[config.mk]
export PLATFORM = sky130hd
export DESIGN_NAME = dma_ring_writer
export DESIGN_NICKNAME = d
export VERILOG_FILES = /design/src/rtl/dma_ring_pkg.sv /design/src/rtl/ring_grant_ctr.sv /design/src/rtl/ring_mem_port.sv /design/src/rtl/ring_walker.sv /design/src/rtl/dma_ring_writer.sv
export SDC_FILE = /design/constraint.sdc
export NUM_CORES = 1
export LEC_CHECK = 0
export BUFFER_PORTS_ARGS = -buffer_cell sky130_fd_sc_hd__buf_2
export CAP_MARGIN = 10
export CORE_MARGIN = 2
export CORE_UTILIZATION = 30
export CTS_CLUSTER_SIZE = 14
export DETAILED_ROUTE_END_ITERATION = 8
export PLACE_DENSITY = 0.6
export SYNTH_ARGS = -nofsm -noshare
export SYNTH_HDL_FRONTEND = slang
export SYNTH_SLANG_ARGS = --single-unit
[constraint.sdc]
create_clock -name clk -period 5.6 [get_ports clk]
set_input_delay 0.56 -clock clk [delete_from_list [all_inputs] [get_ports clk]]
set_output_delay 0.56 -clock clk [all_outputs]
set_load 0.1 [all_outputs]
[src/rtl/dma_ring_pkg.sv]
package dma_ring_pkg;

  typedef enum logic [1:0] {
    OP_GRANT_CLR  = 2'd0,
    OP_GRANT_ADD  = 2'd1,
    OP_RING_START = 2'd2,
    OP_RING_STOP  = 2'd3
  } ring_op_e;

  typedef enum logic [2:0] {
    ST_IDLE,
    ST_ENTER,
    ST_ENTRY,
    ST_CHECK,
    ST_FILL,
    ST_TAIL,
    ST_LINK
  } walk_state_e;

  localparam logic [31:0] TAG_MARK = 32'h8000_0000;

  function automatic logic [31:0] done_tag(input logic [30:0] seq);
    return TAG_MARK | {1'b0, seq};
  endfunction

endpackage

[src/rtl/ring_grant_ctr.sv]
module ring_grant_ctr #(
  parameter int GRANT_W = 8
) (
  input  logic clk,
  input  logic rst_n,
  input  logic clr,
  input  logic add,
  input  logic take,
  output logic has_credit
);
  localparam logic [GRANT_W-1:0] CNT_MAX = {GRANT_W{1'b1}};

  logic [GRANT_W-1:0] cnt;

  always_ff @(posedge clk) begin
    if (!rst_n) begin
      cnt <= '0;
    end else if (clr) begin
      cnt <= '0;
    end else if (add && !take) begin
      if (cnt != CNT_MAX) cnt <= cnt + 1'b1;
    end else if (take && !add) begin
      cnt <= cnt - 1'b1;
    end
  end

  assign has_credit = (cnt != '0);
endmodule

[src/rtl/ring_mem_port.sv]
module ring_mem_port #(
  parameter int MA_W = 30
) (
  input  logic            clk,
  input  logic            rst_n,
  input  logic            iss,
  input  logic            iss_we,
  input  logic [MA_W-1:0] iss_addr,
  input  logic [31:0]     iss_wdata,
  output logic            busy,
  output logic            done,
  output logic            mem_req,
  output logic            mem_we,
  output logic [MA_W-1:0] mem_addr,
  output logic [31:0]     mem_wdata,
  input  logic            mem_ack
);
  always_ff @(posedge clk) begin
    if (!rst_n) begin
      mem_req   <= 1'b0;
      mem_we    <= 1'b0;
      mem_addr  <= '0;
      mem_wdata <= '0;
    end else if (mem_req && mem_ack) begin
      mem_req <= 1'b0;
    end else if (iss && !mem_req) begin
      mem_req   <= 1'b1;
      mem_we    <= iss_we;
      mem_addr  <= iss_addr;
      mem_wdata <= iss_wdata;
    end
  end

  assign busy = mem_req;
  assign done = mem_req && mem_ack;
endmodule

[src/rtl/ring_walker.sv]
module ring_walker
  import dma_ring_pkg::*;
#(
  parameter int PFN_W      = 20,
  parameter int PAGE_WORDS = 1024,
  parameter int BUFS       = 511
) (
  input  logic                                  clk,
  input  logic                                  rst_n,
  input  logic                                  cmd_valid,
  input  logic [1:0]                            cmd_op,
  input  logic [PFN_W-1:0]                      first_frame,
  input  logic                                  has_credit,
  output logic                                  take,
  input  logic                                  busy,
  input  logic                                  done,
  input  logic [31:0]                           rdata,
  output logic                                  iss,
  output logic                                  iss_we,
  output logic [PFN_W+$clog2(PAGE_WORDS)-1:0]   iss_addr,
  output logic [31:0]                           iss_wdata,
  input  logic                                  in_valid,
  input  logic [31:0]                           in_data,
  output logic                                  in_ready,
  output logic                                  active,
  output logic                                  overflow
);
  localparam int PAGE_AW = $clog2(PAGE_WORDS);
  localparam logic [PAGE_AW-1:0] LAST_IDX   = PAGE_AW'(PAGE_WORDS - 1);
  localparam logic [PAGE_AW-1:0] FINAL_DATA = PAGE_AW'(PAGE_WORDS - 2);
  localparam logic [PAGE_AW-1:0] LINK_IDX   = PAGE_AW'(BUFS);
  localparam logic [PAGE_AW-1:0] LAST_BUF   = PAGE_AW'(BUFS - 1);

  walk_state_e        state;
  logic [PFN_W-1:0]   tbl_pfn;
  logic [PFN_W-1:0]   buf_pfn;
  logic [PAGE_AW-1:0] buf_idx;
  logic [PAGE_AW-1:0] word_idx;
  logic [30:0]        seq;
  logic               ovf;
  logic               unreg_pend;

  logic start_cmd, stop_cmd, can_issue;
  logic unused_rdata_hi;

  assign unused_rdata_hi = ^rdata[31:PFN_W];

  assign start_cmd = cmd_valid && (cmd_op == OP_RING_START) && (state == ST_IDLE);
  assign stop_cmd  = cmd_valid && (cmd_op == OP_RING_STOP) && (state != ST_IDLE);
  assign can_issue = !busy && !unreg_pend;
  assign in_ready  = (state == ST_FILL) && can_issue;
  assign take      = (state == ST_ENTER) && has_credit && !unreg_pend;
  assign active    = (state != ST_IDLE);
  assign overflow  = ovf;

  always_comb begin
    iss       = 1'b0;
    iss_we    = 1'b0;
    iss_addr  = {tbl_pfn, buf_idx};
    iss_wdata = in_data;
    unique case (state)
      ST_ENTRY: begin
        iss      = can_issue;
        iss_addr = {tbl_pfn, buf_idx};
      end
      ST_CHECK: begin
        iss      = can_issue;
        iss_addr = {buf_pfn, LAST_IDX};
      end
      ST_FILL: begin
        iss      = in_valid && in_ready;
        iss_we   = 1'b1;
        iss_addr = {buf_pfn, word_idx};
      end
      ST_TAIL: begin
        iss       = can_issue;
        iss_we    = 1'b1;
        iss_addr  = {buf_pfn, LAST_IDX};
        iss_wdata = done_tag(seq);
      end
      ST_LINK: begin
        iss      = can_issue;
        iss_addr = {tbl_pfn, LINK_IDX};
      end
      default: ;
    endcase
  end

  always_ff @(posedge clk) begin
    if (!rst_n) begin
      state      <= ST_IDLE;
      tbl_pfn    <= '0;
      buf_pfn    <= '0;
      buf_idx    <= '0;
      word_idx   <= '0;
      seq        <= '0;
      ovf        <= 1'b0;
      unreg_pend <= 1'b0;
    end else begin
      if (stop_cmd) unreg_pend <= 1'b1;
      if (state == ST_IDLE) begin
        if (start_cmd) begin
          tbl_pfn    <= first_frame;
          buf_idx    <= '0;
          seq        <= '0;
          ovf        <= 1'b0;
          unreg_pend <= 1'b0;
          state      <= ST_ENTER;
        end
      end else if (unreg_pend && !busy) begin
        state      <= ST_IDLE;
        unreg_pend <= 1'b0;
      end else begin
        unique case (state)
          ST_ENTER: begin
            if (take) state <= ST_ENTRY;
            else if (!has_credit) ovf <= 1'b1;
          end
          ST_ENTRY: if (done) begin
            buf_pfn <= rdata[PFN_W-1:0];
            state   <= ST_CHECK;
          end
          ST_CHECK: if (done) begin
            if (rdata != '0) begin
              ovf <= 1'b1;
            end else begin
              word_idx <= '0;
              state    <= ST_FILL;
            end
          end
          ST_FILL: if (done) begin
            word_idx <= word_idx + 1'b1;
            if (word_idx == FINAL_DATA) state <= ST_TAIL;
          end
          ST_TAIL: if (done) begin
            seq <= seq + 1'b1;
            if (buf_idx == LAST_BUF) begin
              state <= ST_LINK;
            end else begin
              buf_idx <= buf_idx + 1'b1;
              state   <= ST_ENTRY;
            end
          end
          ST_LINK: if (done) begin
            tbl_pfn <= rdata[PFN_W-1:0];
            buf_idx <= '0;
            state   <= ST_ENTER;
          end
          default: state <= ST_IDLE;
        endcase
      end
    end
  end
endmodule

[src/rtl/dma_ring_writer.sv]
module dma_ring_writer
  import dma_ring_pkg::*;
#(
  parameter int PFN_W          = 20,
  parameter int PAGE_WORDS     = 1024,
  parameter int BUFS_PER_TABLE = 511,
  parameter int GRANT_W        = 8
) (
  input  logic                                  clk,
  input  logic                                  rst_n,
  input  logic                                  cmd_valid,
  input  logic [1:0]                            cmd_op,
  input  logic [PFN_W-1:0]                      first_frame,
  input  logic                                  in_valid,
  input  logic [31:0]                           in_data,
  output logic                                  in_ready,
  output logic                                  mem_req,
  output logic                                  mem_we,
  output logic [PFN_W+$clog2(PAGE_WORDS)-1:0]   mem_addr,
  output logic [31:0]                           mem_wdata,
  input  logic                                  mem_ack,
  input  logic [31:0]                           mem_rdata,
  output logic                                  active,
  output logic                                  overflow
);
  localparam int PAGE_AW = $clog2(PAGE_WORDS);
  localparam int MA_W    = PFN_W + PAGE_AW;

  logic            g_clr, g_add, g_take, g_has;
  logic            p_iss, p_we, p_busy, p_done;
  logic [MA_W-1:0] p_addr;
  logic [31:0]     p_wdata;

  assign g_clr = cmd_valid && (cmd_op == OP_GRANT_CLR);
  assign g_add = cmd_valid && (cmd_op == OP_GRANT_ADD);

  ring_grant_ctr #(.GRANT_W(GRANT_W)) u_grant (
    .clk(clk), .rst_n(rst_n), .clr(g_clr), .add(g_add),
    .take(g_take), .has_credit(g_has)
  );

  ring_mem_port #(.MA_W(MA_W)) u_port (
    .clk(clk), .rst_n(rst_n), .iss(p_iss), .iss_we(p_we),
    .iss_addr(p_addr), .iss_wdata(p_wdata), .busy(p_busy), .done(p_done),
    .mem_req(mem_req), .mem_we(mem_we), .mem_addr(mem_addr),
    .mem_wdata(mem_wdata), .mem_ack(mem_ack)
  );

  ring_walker #(.PFN_W(PFN_W), .PAGE_WORDS(PAGE_WORDS), .BUFS(BUFS_PER_TABLE)) u_walk (
    .clk(clk), .rst_n(rst_n), .cmd_valid(cmd_valid), .cmd_op(cmd_op),
    .first_frame(first_frame), .has_credit(g_has), .take(g_take),
    .busy(p_busy), .done(p_done), .rdata(mem_rdata), .iss(p_iss),
    .iss_we(p_we), .iss_addr(p_addr), .iss_wdata(p_wdata),
    .in_valid(in_valid), .in_data(in_data), .in_ready(in_ready),
    .active(active), .overflow(overflow)
  );
endmodule

; Yosys cells after proc, flatten, opt, wreduce, memory -nomap -nowiden
; Index checks and enable logic that the tools add are counted.
[classes]
addsub = 5
eq_ne = 33
n_mux = 53
bitwise = 4
reduce_logical = 46
[ops]
columns = operator, count
row1 = 2-to-1 mux 31 bit, 5
row2 = 2-to-1 mux 20 bit, 5
row3 = 2-to-1 mux 10 bit, 9
row4 = case mux 30 bit (3 select lines), 1
row5 = case mux 10 bit (2 select lines), 2
row6 = 2-to-1 mux 3 bit, 12
row7 = 2-to-1 mux 32 bit, 1
row8 = nonzero test 32 bit, 1
row9 = "adder 31 x 1 -> 31 bit, second input constant", 1
row10 = 2-to-1 mux 8 bit, 3
row11 = "adder 10 x 1 -> 10 bit, second input constant", 2
row12 = "inequality test 4 x 2 -> 1 bit, second input constant", 5
row13 = case mux 3 bit (6 select lines), 1
row14 = logical AND 1 bit, 16
row15 = 2-to-1 mux 1 bit, 12
row16 = "inequality test 3 x 2 -> 1 bit, second input constant", 4
row17 = "inequality test 4 bit, second input constant", 3
row18 = AND reduction 4 bit, 3
row19 = AND reduction 6 bit, 2
row20 = "== test 10 bit, second input constant", 1
row21 = "== test 10 x 9 -> 1 bit, second input constant", 1
row22 = nonzero test 2 bit, 5
row23 = "== test 3 bit, second input constant", 3
row24 = AND reduction 9 bit, 1
row25 = 22 further kinds, 42
[totals]
reg_bits = 168
in_bits = 91
output_inout_bits = 67

; Logic depth before layout (Yosys ltp)
[logic_depth]
depth_word = 7
mapped_depth = 11

; By module
; A second synthesis with hierarchy kept.
[hier_totals]
hier_cells = 1027
hier_area_um2 = 8764.7
[by_module_without_submodules]
columns = module, n_inst, cells_per_inst, area_per_inst_um2
row1 = ring_walker, 1, 659, 5382.7
row2 = ring_mem_port, 1, 279, 2647.5
row3 = ring_grant_ctr, 1, 87, 713.2
row4 = dma_ring_writer, 1, 2, 21.3

; Worst setup path before layout
; OpenSTA, ideal clock, no wires.
[synth_timing]
path_kind = register to output
from = register u_walk.state[0]
to = output port in_ready
t_arrival_ns = 3.317
path_slack_ns = 1.723
stages_incl_launch_ff = 6
path_cell_list = dfxtp_1 > buf_2 > buf_2 > or3b_2 > clkbuf_1 > nor3_1
[synth_via]
elab_chain_cells = 2
[synth_rtl]
columns = element, line
row1 = from (decl), ring_walker.sv:34  ; walk_state_e state;
row2 = from (signal assigned), ring_walker.sv:91  ; state <= ST_IDLE;
row3 = from (signal assigned), ring_walker.sv:108  ; state <= ST_ENTER;
row4 = from (signal assigned), ring_walker.sv:111  ; state <= ST_IDLE;
row5 = == test 3 bit, ring_walker.sv:51  ; assign in_ready = (state == ST_FILL) && can_issue;
row6 = logical AND 1 bit, ring_walker.sv:51
row7 = to (decl), dma_ring_writer.sv:16  ; output logic in_ready,
; No other way between the ends.

; Worst setup path after layout
[layout_timing]
from = register u_walk.state[0]
to = register u_walk.buf_idx[8]
[layout_via]
elab_chain_cells = 4
[layout_rtl]
columns = element, line
row1 = == test 3 bit / zero test 3 bit (equally long branches), "ring_walker.sv:114, ring_walker.sv:48, ring_walker.sv:101"
row2 = case mux 10 bit (2 select lines) / logical AND 1 bit (equally long branches), "ring_walker.sv:114, ring_walker.sv:48"
row3 = 2-to-1 mux 10 bit / inequality test 2 x 1 -> 1 bit (equally long branches), n/a
row4 = 2-to-1 mux 10 bit / AND reduction 6 bit (equally long branches), n/a
row5 = to (signal assigned), ring_walker.sv:140  ; buf_idx <= buf_idx + 1'b1;
row6 = to (decl), ring_walker.sv:37  ; logic [PAGE_AW-1:0] buf_idx;
; Several ways; a longest one is shown, not always the timed one. The select of a mux whose other input is x is not followed.
; A chain may end at the register's enable or synchronous reset.

==> results.yml <==
run_status:
  status: "finished, final reports clean"
global_route:
  grt_pass1_wl_mm: 36.4
  antenna_found_initial: 1
  grt_max_degree: 62
  grt.overflow.total: 0
  grt_use_total_pct: 15.6
  first_global_vias: 7116
power:
  p_leak_nw: 4.25
  switching_share_pct: 47.7
  switchingPower_mw: 2.59
  intPower_mw: 2.83
  power.share.clock_pct: 24.0
  pwr-share-seq_pct: 30.0
  power_frac_comb_pct: 46.0
  irDropWorstVdd_mv: 0.415
  p_total_mw: 5.42
  powerDensity_nw_per_um2: 546
critical_path:
  crit_required_ps: 5960
  start_kind: "register"
  r2r_cells: 7
  r2r-start: "u_walk.state[0]$_SDFFE_PN0P_"
  crit_buf_inv: 2
  arrival_ps: 3720
  r2r-end: "u_walk.buf_idx[8]$_SDFFE_PN0P_"
  path_class: "reg2reg"
  path_cells: "nor3_4, buf_4, inv_2, mux2_2, nand3_1, or4_1, a21oi_1"
  cpMaxStageDelayCell: "dfxtp_1"
  cpPeakStageDelay_ps: 850
  path_delay_family: "simple AND/OR/NAND/NOR gates"
  path_max_fanout: 28
  r2r_setup_slack_ps: 2240
  cp-end-kind: "register"
yosys:
  synth_common_cells: "nand2_1 (222), dfxtp_1 (168), nor2_1 (83)"
  synth_cell_type_count: 65
  synth.avg_cell_area_um2: 8.21
  synthCells: 1010
  synth_most_common_cell: "nand2_1"
  syn_area_um2: 8290
  syn_nets: 1113
  synth_top_area_share_pct: 40.6
  yosysSeqAreaShare_pct: 40.6
  synth-edff-count: 0
  synth_top_area_cell: "dfxtp_1"
  yosys_register_bits: 168
  async_flop_share_pct: 0
  ys_top_cells_by_area: "dfxtp_1 (41%), nand2_1 (10%), o211a_1 (5.3%), mux2i_1 (4.0%), nor2_1 (3.8%)"
  yosys_warnings: 0
  synth_flop_cell: "dfxtp_1"
min_path:
  whs_path_depth: 3
  min_path_type: "in2reg"
  min-delay-start: "in_data[21]"
  min_to: "u_port.mem_wdata[21]$_SDFFE_PN0P_"
place:
  dp_hpwl_mm: 15.8
  port-buffer-count: 157
  preCtsSetupSlack_ps: 2270
  place_congestion: 0.810
clocking:
  insertion_delay_ps: 430
  cts_root_buf: "clkbuf_16"
  cts_sinks: 168
  numCtsBuffers: 17
  post_cts_buffers: 0
  clk_path_buf_depth: 2
  path_clk_slew_ps: 70
  hold_buffers: 0
  cts_tree: "yes"
  htreeDepth: 4
  cts.repair.resized: 0
drt:
  drc: 0
  routedWlPerCell_um: 15.4
  via_count: 7701
  drtIter0Drc: 523
  avgViaCountPerCell: 5.20
  drt_first_pass_iters: 5
  ant_nets: 0
  wl_mm: 22.7
run:
  drv_cap: 0
sta:
  final.setup.worst_slack_ps: 2240
  tightest_slew_ps: 1040
  skew_ps: 14.2
  rsz0062_at_grt: "false"
  maxSlewHeadroom_pct: 30.2
  slew_viol_final: 0
  finalCritPeriodShare_pct: 59.9
  fin_setup_tns_ps: 0
  period_needed_ps: 3360
  finalSetupViolCount: 0
  hold_viol: 0
  fmax_mhz: 298
floorplanning:
  die_w_um: 170
  start_util_pct: 30.7
  die_y_um: 170
  core-area_um2: 27000
  rows: 60
  ioPinCount: 158
  dieArea_um2: 29000
finish:
  syn2layout_area_growth_pct: 19.7
  diodes: 0
  nets: 1231
  drive_gt1_share_pct: 19.2
[metrics by stage]
step / area (um^2) / hold WS [ps] / std cells / util, %
after floorplan: 8290 / 443 / 1010 / -
after global placement: 9280 / 450 / 1450 / 34.3
after detailed placement: 9280 / 457 / 1450 / 34.3
after CTS: 9920 / 369 / 1481 / 36.7
after global routing: 9920 / 382 / 1481 / 36.7
final: 9920 / 391 / 1481 / 36.7
[cell families after synthesis]
group / synth area share, %
and+or+nand+nor: 26.9
muxes: 4.12
adders and majority gates: 1.90
buffers and inverters: 4.50
DFF: 40.6
xor gates and xnor gates: 2.75
AOI/OAI and AO/OA: 19.2
[flip-flops by register name, summed over array words and instances, names as in the netlist]
| register | count |
|---|---|
| u_grant.cnt | 8 |
| u_port.busy | 1 |
| u_port.mem_addr | 30 |
| u_port.mem_wdata | 32 |
| u_port.mem_we | 1 |
| u_walk.buf_idx | 10 |
| u_walk.buf_pfn | 20 |
| u_walk.overflow | 1 |
| u_walk.seq | 31 |
| u_walk.state | 3 |
| u_walk.tbl_pfn | 20 |
| u_walk.unreg_pend | 1 |
| u_walk.word_idx | 10 |
[placed cells by master (no fill, tap or decap), drive strengths merged, types with 4 or more instances in the layout]
cell type    n
mux2i       33
and2         5
o21a         6
buf        169
clkbuf      18
o211ai       6
nand2b       5
nand3       43
or4          9
nor4        14
o21ai       38
xor2        11
a21boi      21
ha          11
o311ai       4
and3         8
nor3        12
nand4       25
a21oi       23
or2          8
or3         11
nand3b       4
and4        11
nand2      222
a311oi      31
nor2b        7
dfxtp      168
nor2        83
xnor2       15
a31oi       13
bufinv       4
inv         20
o211a       44
[worst max-delay path by stage]
stage | cells after the start | start | endpoint | slack [ps]
final | 7 | u_walk.state[0]$_SDFFE_PN0P_ | u_walk.buf_idx[8]$_SDFFE_PN0P_ | 2240
after detailed placement | 7 | u_walk.state[1]$_SDFFE_PN0P_ | u_walk.buf_idx[8]$_SDFFE_PN0P_ | 2270
after global routing | 7 | u_walk.state[1]$_SDFFE_PN0P_ | u_walk.buf_idx[9]$_SDFFE_PN0P_ | 2010
after CTS | 7 | u_walk.state[1]$_SDFFE_PN0P_ | u_walk.buf_idx[8]$_SDFFE_PN0P_ | 2250
after global placement | 7 | u_walk.state[1]$_SDFFE_PN0P_ | u_walk.buf_idx[8]$_SDFFE_PN0P_ | 2360
after floorplan | 5 | u_walk.state[0]$_SDFFE_PN0P_ | in_ready | 1720
[power by group through the flow]
stage               Combinational [mW]  Clock [mW]  Sequential, mW
finish                            2.49        1.30            1.62
global route                      2.68        1.39            1.65
CTS                               2.51        1.34            1.62
detailed placement                2.50           0            1.65
global placement                  2.48           0            1.64
floorplan                         1.16           0            2.58
[final cells by class]
type | instances | area, um^2
clock buffer | 18 | 439
clock inverter | 13 | 206
fill | 2812 | 17100
inverter | 14 | 52.6
multi-input combinational | 758 | 4560
sequential | 168 | 3360
tap | 341 | 427
timing repair buffer | 169 | 876
[layer usage]
metal  GRT usage [%]  up-vias  part of all wire (%)
li1                -     3855                     -
met1            19.9     3626                    46
met2            26.2      197                    47
met3            3.40       21                   4.9
met4            4.91        2                   1.7
met5               0        -                 0.044
[worst min-delay path, delay by kind of cell]
family | cells | cell delay, ps
buf+inv | 1 | 90
compound gates | 1 | 70
simple gates | 1 | 50
Power figures use the tool's default switching activity.
